`config.mk`:
```
export PLATFORM = sky130hd
export DESIGN_NAME = fetch_unit
export DESIGN_NICKNAME = d
export VERILOG_FILES = /design/src/rtl/fetch_pkg.sv /design/src/rtl/fetch_pc_adder.sv /design/src/rtl/fetch_pc_reg.sv /design/src/rtl/fetch_byte_rom.sv /design/src/rtl/fetch_unit.sv
export SDC_FILE = /design/constraint.sdc
export NUM_CORES = 1
export LEC_CHECK = 0
export BUFFER_PORTS_ARGS = -buffer_cell sky130_fd_sc_hd__buf_2
export CAP_MARGIN = 20
export CORE_MARGIN = 5
export CORE_UTILIZATION = 50
export DETAILED_ROUTE_END_ITERATION = 8
export PLACE_DENSITY_LB_ADDON = 0.1
export SLEW_MARGIN = 20
export SYNTH_ARGS = -nofsm -noshare
export SYNTH_HDL_FRONTEND = slang
export SYNTH_HIERARCHICAL = 1
export SYNTH_SLANG_ARGS = --single-unit
```
`constraint.sdc`:
```
create_clock -name clk -period 2.03 [get_ports clk]
set_input_delay 0.1015 -clock clk [delete_from_list [all_inputs] [get_ports clk]]
set_output_delay 0.1015 -clock clk [all_outputs]
set_load 0.005 [all_outputs]
```
`src/rtl/fetch_pkg.sv`:
```
package fetch_pkg;

    localparam int unsigned PC_W      = 16;
    localparam int unsigned MAX_BYTES = 256;
    localparam int unsigned PC_STEP   = 2;

    typedef logic [PC_W-1:0] addr_t;
    typedef logic [7:0]      byte_t;

    // Default store image: entry i holds (37*i + 11) mod 256.
    function automatic logic [8*MAX_BYTES-1:0] seed_image();
        logic [8*MAX_BYTES-1:0] img;
        img = '0;
        for (int i = 0; i < int'(MAX_BYTES); i++) begin
            img[8*i +: 8] = 8'((37 * i + 11) % 256);
        end
        return img;
    endfunction

endpackage

```
`src/rtl/fetch_pc_adder.sv`:
```
module fetch_pc_adder
    import fetch_pkg::*;
(
    input  addr_t pc_i,
    output addr_t pc_next_o
);

    // Modular add: 0xFFFE rolls to 0x0000.
    assign pc_next_o = pc_i + addr_t'(PC_STEP);

endmodule

```
`src/rtl/fetch_pc_reg.sv`:
```
module fetch_pc_reg
    import fetch_pkg::*;
(
    input  logic  clk,
    input  logic  rst_n,
    input  addr_t d_i,
    output addr_t q_o
);

    addr_t pc_q;

    always_ff @(posedge clk or negedge rst_n) begin
        if (!rst_n) begin
            pc_q <= '0;
        end else begin
            pc_q <= d_i;
        end
    end

    assign q_o = pc_q;

    // held at zero while reset is low
    always @(posedge clk) begin
        if (!rst_n) begin
            a_reset_zero_r1: assert (pc_q == '0)
                else $error("pc not zero under reset");
        end
    end

    // steps by two away from the wrap point
    p_step_r3: assert property (@(posedge clk) disable iff (!rst_n)
        (pc_q != 16'hFFFE) |=> (pc_q == $past(pc_q) + 16'd2));

    // wraps to zero
    p_wrap_r4: assert property (@(posedge clk) disable iff (!rst_n)
        (pc_q == 16'hFFFE) |=> (pc_q == 16'h0000));

    // never odd
    p_even_r8: assert property (@(posedge clk) disable iff (!rst_n)
        (pc_q[0] == 1'b0));

endmodule

```
`src/rtl/fetch_byte_rom.sv`:
```
module fetch_byte_rom
    import fetch_pkg::*;
#(
    parameter int unsigned DEPTH = 64,
    parameter logic [8*MAX_BYTES-1:0] IMAGE = seed_image()
) (
    input  addr_t addr_i,
    output logic [15:0] word_o
);

    localparam int unsigned IDX_W = (DEPTH > 1) ? $clog2(DEPTH) : 1;

    initial begin
        if (DEPTH > MAX_BYTES || DEPTH < 2 || (DEPTH % 2) != 0) begin
            $error("DEPTH must be even and within 2..MAX_BYTES");
        end
    end

    byte_t rom_q [DEPTH];

    for (genvar g = 0; g < int'(DEPTH); g++) begin : g_entry
        assign rom_q[g] = IMAGE[8*g +: 8];
    end

    // The address is always even, so the partner byte sits at addr | 1.
    addr_t lo_addr;
    addr_t hi_addr;
    byte_t lo_byte;
    byte_t hi_byte;

    assign lo_addr = addr_i;
    assign hi_addr = {addr_i[PC_W-1:1], 1'b1};

    always_comb begin
        lo_byte = '0;
        hi_byte = '0;
        if (32'(lo_addr) < DEPTH) lo_byte = rom_q[lo_addr[IDX_W-1:0]];
        if (32'(hi_addr) < DEPTH) hi_byte = rom_q[hi_addr[IDX_W-1:0]];
    end

    assign word_o = {hi_byte, lo_byte};

    // outside the store the word is zero
    always_comb begin
        if (32'(addr_i) >= DEPTH) begin
            a_beyond_zero_r6: assert (word_o == 16'h0000)
                else $error("nonzero read beyond store");
        end
    end

endmodule

```
`src/rtl/fetch_unit.sv`:
```
module fetch_unit
    import fetch_pkg::*;
#(
    parameter int unsigned DEPTH = 64,
    parameter logic [8*MAX_BYTES-1:0] IMAGE = seed_image()
) (
    input  logic        clk,
    input  logic        rst_n,
    output logic [15:0] pc_o,
    output logic [15:0] instr_o
);

    addr_t pc_cur;
    addr_t pc_nxt;

    fetch_pc_adder u_adder (
        .pc_i      (pc_cur),
        .pc_next_o (pc_nxt)
    );

    fetch_pc_reg u_pc (
        .clk   (clk),
        .rst_n (rst_n),
        .d_i   (pc_nxt),
        .q_o   (pc_cur)
    );

    fetch_byte_rom #(
        .DEPTH (DEPTH),
        .IMAGE (IMAGE)
    ) u_rom (
        .addr_i (pc_cur),
        .word_o (instr_o)
    );

    assign pc_o = pc_cur;

    // first edge after reset release lands on address 2
    p_first_step_r2: assert property (@(posedge clk) disable iff (!rst_n)
        $rose(rst_n) |=> (pc_o == 16'h0002));

endmodule

```
* Word level (Yosys, flattened, before mapping)
Memory sizes are Yosys's and may differ from the RTL's.
Index checks and enable logic that the tools add are counted.
** Operators by class
- Add/subtract/negate cells :: 1
- Multiply operators :: 0
- Div/mod/pow operators :: 0
- Order comparisons :: 4
- Equal/unequal tests :: 0
- Shifts and indexed selects :: 0
- Muxes and demuxes :: 6
- Bitwise operators :: 2
- Reduce and logical (&&, ||, !) cells :: 0
** Operator list (count)
- 8-bit two-way mux :: 6
- 16-bit by 7-bit less-than comparator with 1-bit output, second input constant :: 2
- 16-bit by 2-bit adder with 16-bit output, second input constant :: 1
- 7-bit >= comparator, second input constant :: 2
- 6-bit inverter with 7-bit output :: 2
** Word-level totals
- Register bits :: 16
- Bits in latches :: 0
- RAM bits :: 0
- Memory bits (read-only) :: 1024
- Bits of input ports :: 2
- Logic and storage cells :: 16
- Memories :: 2
** Memories
- (name not given) :: depth 64, width 8, read ports 1, clocked after Yosys merged registers in 0, wr ports 0, RTL line fetch_byte_rom.sv:37 : if (32'(lo_addr) < DEPTH) lo_byte = rom_q[lo_addr[IDX_W-1:0]];
- (name not given) :: depth 64, width 8, read ports 1, clocked after Yosys merged registers in 0, wr ports 0, RTL line fetch_byte_rom.sv:38 : if (32'(hi_addr) < DEPTH) hi_byte = rom_q[hi_addr[IDX_W-1:0]];

* Logic depth before layout (Yosys ltp)
Gate-level depths: netlist of run 1.
- Word-level depth :: 5
- Depth in mapped cells :: 8
- Gate-level depth less buffers :: 6

* By module
The synthesis of run 1 kept the hierarchy.
** Modules (own cells, without submodules)
- fetch_byte_rom :: times used 1, cells each 145, area each 1014.7 um^2
- fetch_pc_reg :: times used 1, cells each 16, area each 400.4 um^2
- fetch_pc_adder :: times used 1, cells each 39, area each 295.3 um^2

* Least setup slack after synthesis of run 1
OpenSTA, ideal clock, no wires.
- Path type :: flip-flop to output port
- Start point :: reg u_pc.pc_q[1] (netlist: u_pc/q_o[1])
- End point :: out instr_o[5]
- Arrival :: 2.109 ns
- Required time :: 1.929 ns
- Slack :: -0.181 ns
- Stages on the path, launching flop included :: 8
- Cells stage by stage :: dfrtp_1 > buf_2 > inv_1 > ha_1 > inv_1 > a21oi_1 > mux4_2 > a211oi_2
** On the way
- Word-level cells in the longest chain between the ends :: 5
- Elaborated cells on any way between the ends :: 6
** RTL lines
- start: declaration :: RTL line fetch_pc_reg.sv:10 : addr_t pc_q;
- start signal: assignment :: RTL line fetch_pc_reg.sv:16 : pc_q <= d_i;
- 6-bit inverter with 7-bit output (implied by the code) :: RTL line fetch_byte_rom.sv:37
- memory read 64 x 8 bit
- 8-bit two-way mux (implied by the code) (2 in a row) :: RTL line fetch_byte_rom.sv:37
- 8-bit two-way mux (*) :: RTL line fetch_byte_rom.sv:37
- end: declaration :: RTL line fetch_unit.sv:10 : output logic [15:0] instr_o
Mark *: on every way between the ends. The rest lies on a longest branch, timed or not. The select of a mux whose other input is x is not followed.

* Final worst setup path of run 1
Same ends and word-level chain as after synthesis.

==> run metrics, run 1 <==
layout cell share with drive strength beyond 1=44.7%; Largest register FFs=16; final worst slack=-178 ps; Yosys cell types=53; total power=0.497 mW; TritonCTS Buffers=3; Post-synth top flop=dfrtp_1; Maximum Capacitance Violations=0; Sw Ratio=21.7%; Worst Path Arrival=2110 ps; Peak VDD IR=roughly 0.26 mV; DP HPWL=3190 um; Worst-Skew Late Latency=290 ps; DRT met1 WL=2080 um; die height=slightly below 70 um; final core utilization=69.8%; slowest stage delay, CP=460 ps; n_diodes=0; Worst Path Max Fanout=6; count of flip-flops with a built-in enable after synthesis=0; synth warn=6; Die ar.=4690 um2; largest net degree at the start of global routing=17; Root Driver=clkbuf_4; static leakage=1.08 nW; Wirelength per Cell=15.7 um; clock-pin slew on the worst setup and hold paths=100 ps; RSZ-0062 raised after global routing=true; DP Worst Slack=-51.5 ps; Pre-antenna DRT Iters=4; area of the multi-input gates=1350 um2; final setup fails=7; first-iteration detailed-routing DRC count=100; Max Root-Sink Buffers=2; design area=~2300 um2; Area Overhead vs Synth=36.1%; Async SR Flop Fraction=100%; Slew Viols, Final=0; CTS tree=yes; Slowest-stage cell, CP=mux4_2; commonest non-fill, non-tap cell in the layout=buf_2; filler cell count=274; met2 routed WL=2360 um; Mapped Area=between 1500 and 2000 um2; hold violation count in the final report=0; Final period util=109%; setup TNS=-797 ps; Worst Setup End Kind=primary output; met3 wire length=around 250 um; GPL Wtd Cong=0.833; via count=1686; clk_skew=around 7.4 ps; outcome=finished with violations; worst path required time=1930 ps; # IOs=34; highest routed layer=met4; Crit Path Class=register to primary output; internal power=0.389 mW; Hold Slack=243 ps; # clock sinks=16; first-pass GRT wire length=between 7000 and 8000 um; Core ar.=3340 um2; Layout Cells excl Fill=301; Power Dens Cells=214 nW/um2; IO buf count=32; sequence of cells on the critical path=clkinvlp_4 > ha_4 > inv_2 > a21oi_2 > mux4_2 > a211oi_2 > buf_2; Critical Path Start Type=register; Starting Density=51.3%; maximum clock rate=453 MHz; placement row count=21; Reg area=about 410 um2; GR Util All Layers=22.8%; Die W=68.5 um; Hold WC Path Type=input pin to async pin; Via density=between 5 and 6; H-tree depth=1; clock share of power=34.3%; Placed Cells=approximately 280; switching power total=0.108 mW; drt drc=0; final WL=4740 um; Post-DP Area=2020 um2; Synth Area per Inst=8.55 um2; Final nets=around 270; Synthesized Nets=217; register share of total power=between 60 and 70%; part of the Yosys area used for sequential elements=23.4%; gate count after technology mapping=200; combinational power share=approximately 1.7%; minimum clock period=about 2200 ps; GRT overflow=0; Final ANT Viol Nets=0; initial antenna violation count=0; failing checks=setup timing; vias in the first global route=about 1700; #FFs+latches synth=16; commonest non-fill, non-tap cells in the layout=32 x buf_2, 29 x buf_4, 15 x nand2_1, 15 x nor2_1, 12 x dfrtp_1
synthesized netlist by cell type, types with 2 or more instances:
cell / n / area share, %
nor2_1: 16 / 3.5
o211ai_1: 5 / 2.2
mux2_2: 3 / 2.0
nor4_1: 2 / 0.73
a21oi_1: 10 / 2.9
xnor2_1: 7 / 3.6
nor4_2: 3 / 2.2
xor2_1: 10 / 5.1
a211o_1: 4 / 2.0
o21ai_0: 4 / 1.2
nor3_1: 5 / 1.5
nand2b_1: 8 / 2.9
mux4_2: 2 / 2.6
inv_1: 9 / 2.0
nand3_1: 5 / 1.5
buf_6: 2 / 1.3
clkbuf_1: 3 / 0.66
buf_2: 6 / 1.8
o2111ai_1: 2 / 1.0
nand4_1: 4 / 1.5
buf_1: 2 / 0.44
ha_1: 15 / 11
nor2b_1: 3 / 1.1
o21a_1: 2 / 0.88
mux2i_1: 3 / 1.8
nand2_1: 16 / 3.5
a41oi_1: 2 / 1.0
a211oi_1: 2 / 0.88
dfrtp_1: 16 / 23
a31oi_1: 4 / 1.5
buf_4: 3 / 1.3
power by group through the flow:
stage	combinational [mW]	clock, mW	sequential, mW
after floorplan	0.00180	0	0.325
after global placement	0.00728	0	0.325
after detailed placement	0.00759	0	0.325
after CTS	0.00902	0.172	0.318
after global routing	0.0109	0.196	0.319
final	0.00849	0.170	0.318
final timing paths:
| kind | startpoint | endpoint | slack, ps | cells after the start |
|---|---|---|---|---|
| max | u_pc/q_o[1]$_DFF_PN0_ | instr_o[5] | -180 | 7 |
| min | rst_n | u_pc/q_o[9]$_DFF_PN0_ | 240 | 2 |
| max reg2reg | u_pc/q_o[2]$_DFF_PN0_ | u_pc/q_o[13]$_DFF_PN0_ | 290 | 6 |
| min reg2reg | u_pc/q_o[15]$_DFF_PN0_ | u_pc/q_o[15]$_DFF_PN0_ | 490 | 1 |
| max in group asynchronous | rst_n | u_pc/q_o[2]$_DFF_PN0_ | 1500 | 2 |
| min in group clk | u_pc/q_o[15]$_DFF_PN0_ | u_pc/q_o[15]$_DFF_PN0_ | 490 | 1 |
worst max-delay path, delay by kind of cell (launching register included):
family / cells / cell delay [ps]
multiplexers: 1 / 460
flip-flops: 1 / 410
buffers and inverters: 3 / 400
adder cells (fa/ha/maj): 1 / 330
AO/OA/AOI/OAI: 2 / 220
area by class of cell:
type	instances	area share (%)
clock buffer	3	0.967
inverter	9	1.61
multi-input combinational	159	58.0
sequential	16	17.4
tap	46	2.47
timing repair buffer	68	19.6
kinds of logic after synthesis:
kind of cell,count (synthesis),share of synthesized area [%]
compound gates,47,19.5
xor+xnor,17,8.71
fa+ha+maj,15,11.0
buf+inv,25,7.46
flops,16,23.4
mux,8,6.36
other cells,1,0.219
simple gates,71,23.4
per-layer routing:
metal | global-route usage [%] | vias up
met5 | 0 | -
met4 | 6.20 | 0
met3 | 4.93 | 6
met2 | 39.9 | 51
met1 | 27.9 | 799
li1 | - | 830
timing repair:
item,in CTS,in global routing
buffers inserted,13,1
gates resized for setup,29,10
setup endpoints to repair,7,8
endpoints found under the hold margin,16,0
pin swaps,13,7
hold buffers,1,0
No activity file was read; power rests on OpenSTA's default activity.
==> run 2, diff against run 1 <==
--- a/config.mk
+++ b/config.mk
@@ -7,6 +7,7 @@
 export LEC_CHECK = 0
 export BUFFER_PORTS_ARGS = -buffer_cell sky130_fd_sc_hd__buf_2
 export CAP_MARGIN = 20
+export CORE_ASPECT_RATIO = 0.8
 export CORE_MARGIN = 5
 export CORE_UTILIZATION = 50
 export DETAILED_ROUTE_END_ITERATION = 8
==> run 2 against run 1 <==
  * The flow still finishes with violations (setup timing)
  * Combinational power rose by 0.5%
  * Maximum frequency rose by 2.0%
  * Design area rose by 0.16%
  * Wire length rose by 4.2%
  * Sequential power barely moved
  * Critical path depth did not move
  * Die area rose by 0.16%
  * Non-clock buffer count fell by 4
  * Largest cell class unchanged
==> run metrics, run 2 (synthesis gave the netlist of run 1 again) <==
Slew Viols, Final=0; H-tree depth=1; failing checks=setup timing; minimum clock period=approximately 2200 ps; layout cell share with drive strength beyond 1=42.2%; Starting Density=50.7%; TritonCTS Buffers=3; initial antenna violation count=0; Via density=slightly below 6; drt drc=0; Max Root-Sink Buffers=2; Wirelength per Cell=16.8 um; # clock sinks=16; Final period util=107%; GRT overflow=0; # IOs=34; die height=62.3 um; GR Util All Layers=roughly a fifth; hold violation count in the final report=0; Hold Slack=314 ps; commonest non-fill, non-tap cell in the layout=buf_2; final WL=between 4000 and 5000 um; commonest non-fill, non-tap cells in the layout=32 x buf_2, 26 x buf_4, 16 x nand2_1; Maximum Capacitance Violations=0; Layout Cells excl Fill=293; final worst slack=-134 ps; Pre-antenna DRT Iters=6; Crit Path Class=register to primary output; via count=1725; design area=2330 um2; Core ar.=3380 um2; Post-DP Area=2010 um2; RSZ-0062 raised after global routing=true; Hold WC Path Type=input pin to async pin; worst path required time=1930 ps; final setup fails=7; Die W=around 75 um; Power Dens Cells=238 nW/um2; first-pass GRT wire length=7870 um; Worst-Skew Late Latency=240 ps; outcome=finished with violations; Peak VDD IR=0.373 mV; DP Worst Slack=56.7 ps; Largest register FFs=16; placement row count=19; static leakage=1.08 nW; final core utilization=69.1%; Area Overhead vs Synth=36.4%; filler cell count=approximately 260; clock-pin slew on the worst setup and hold paths=approximately 60 ps; total power=0.556 mW; DP HPWL=3250 um; Root Driver=clkbuf_8; GPL Wtd Cong=0.830; setup TNS=-509 ps; Placed Cells=about 280; Die ar.=4700 um2; Worst Path Arrival=2060 ps; IO buf count=32; first-iteration detailed-routing DRC count=94; CTS tree=yes; Worst Setup End Kind=primary output; vias in the first global route=approximately 1600; clk_skew=3.07 ps; n_diodes=0; largest net degree at the start of global routing=39; maximum clock rate=462 MHz; Worst Path Max Fanout=6; Final ANT Viol Nets=0; Final nets=270; Critical Path Start Type=register
## run 2: cell types whose count changed in the layout (fill, tap and decap cells not counted), sizes merged
cell  change
buf       -4
## run 2: per-layer routing
layer / part of all wire (%) / GRT usage, % / up-vias
li1: - / - / 825
met1: 46 / 30.0 / 825
met2: 47 / 32.5 / 65
met3: 5.3 / 4.19 / 10
met4: 1.7 / 4.37 / 0
met5: 0 / 0 / -
## run 2: layout make-up
type	count	area, um2	area share [%]
tap	42	52.6	2.25
multi-input combinational	159	1350	58.0
timing repair buffer	64	439	18.8
clock buffer	3	41.3	1.77
sequential	16	405	17.4
inverter	9	40.0	1.72
## run 2: power by group
part,internal [mW],leakage [nW],total [mW],switching (mW)
logic,0.00197,0.859,0.00853,0.00657
clock network,0.131,0.0216,0.228,0.0967
registers,0.319,0.204,0.319,0
total,0.452,1.08,0.556,0.103
## run 2: critical path, cell delays in order, from the launching register on
cell      delay [ps]
dfrtp_2          430
buf_6            150
ha_4             160
nand2b_4         140
and2b_1          160
mux4_2           470
a211oi_2         180
buf_2            140
## run 2: final timing paths
check | startpoint | to | slack [ps] | depth (start not counted)
worst max-delay path | u_pc/q_o[1]$_DFF_PN0_ | instr_o[5] | -130 | 7
worst min-delay path | rst_n | u_pc/q_o[13]$_DFF_PN0_ | 310 | 2
worst max register to register | u_pc/q_o[1]$_DFF_PN0_ | u_pc/q_o[15]$_DFF_PN0_ | 160 | 6
worst min register to register | u_pc/q_o[15]$_DFF_PN0_ | u_pc/q_o[15]$_DFF_PN0_ | 540 | 1
max in group asynchronous | rst_n | u_pc/q_o[0]$_DFF_PN0_ | 1430 | 2
min in group clk | u_pc/q_o[15]$_DFF_PN0_ | u_pc/q_o[15]$_DFF_PN0_ | 540 | 1
## run 2: repair_timing
item,4_1_cts,5_1_grt
hold endpoints to repair,16,0
setup buffers,13,1
gates resized for setup,24,12
setup endpoints to repair,13,14
pin swaps,11,7
hold buffers,1,0
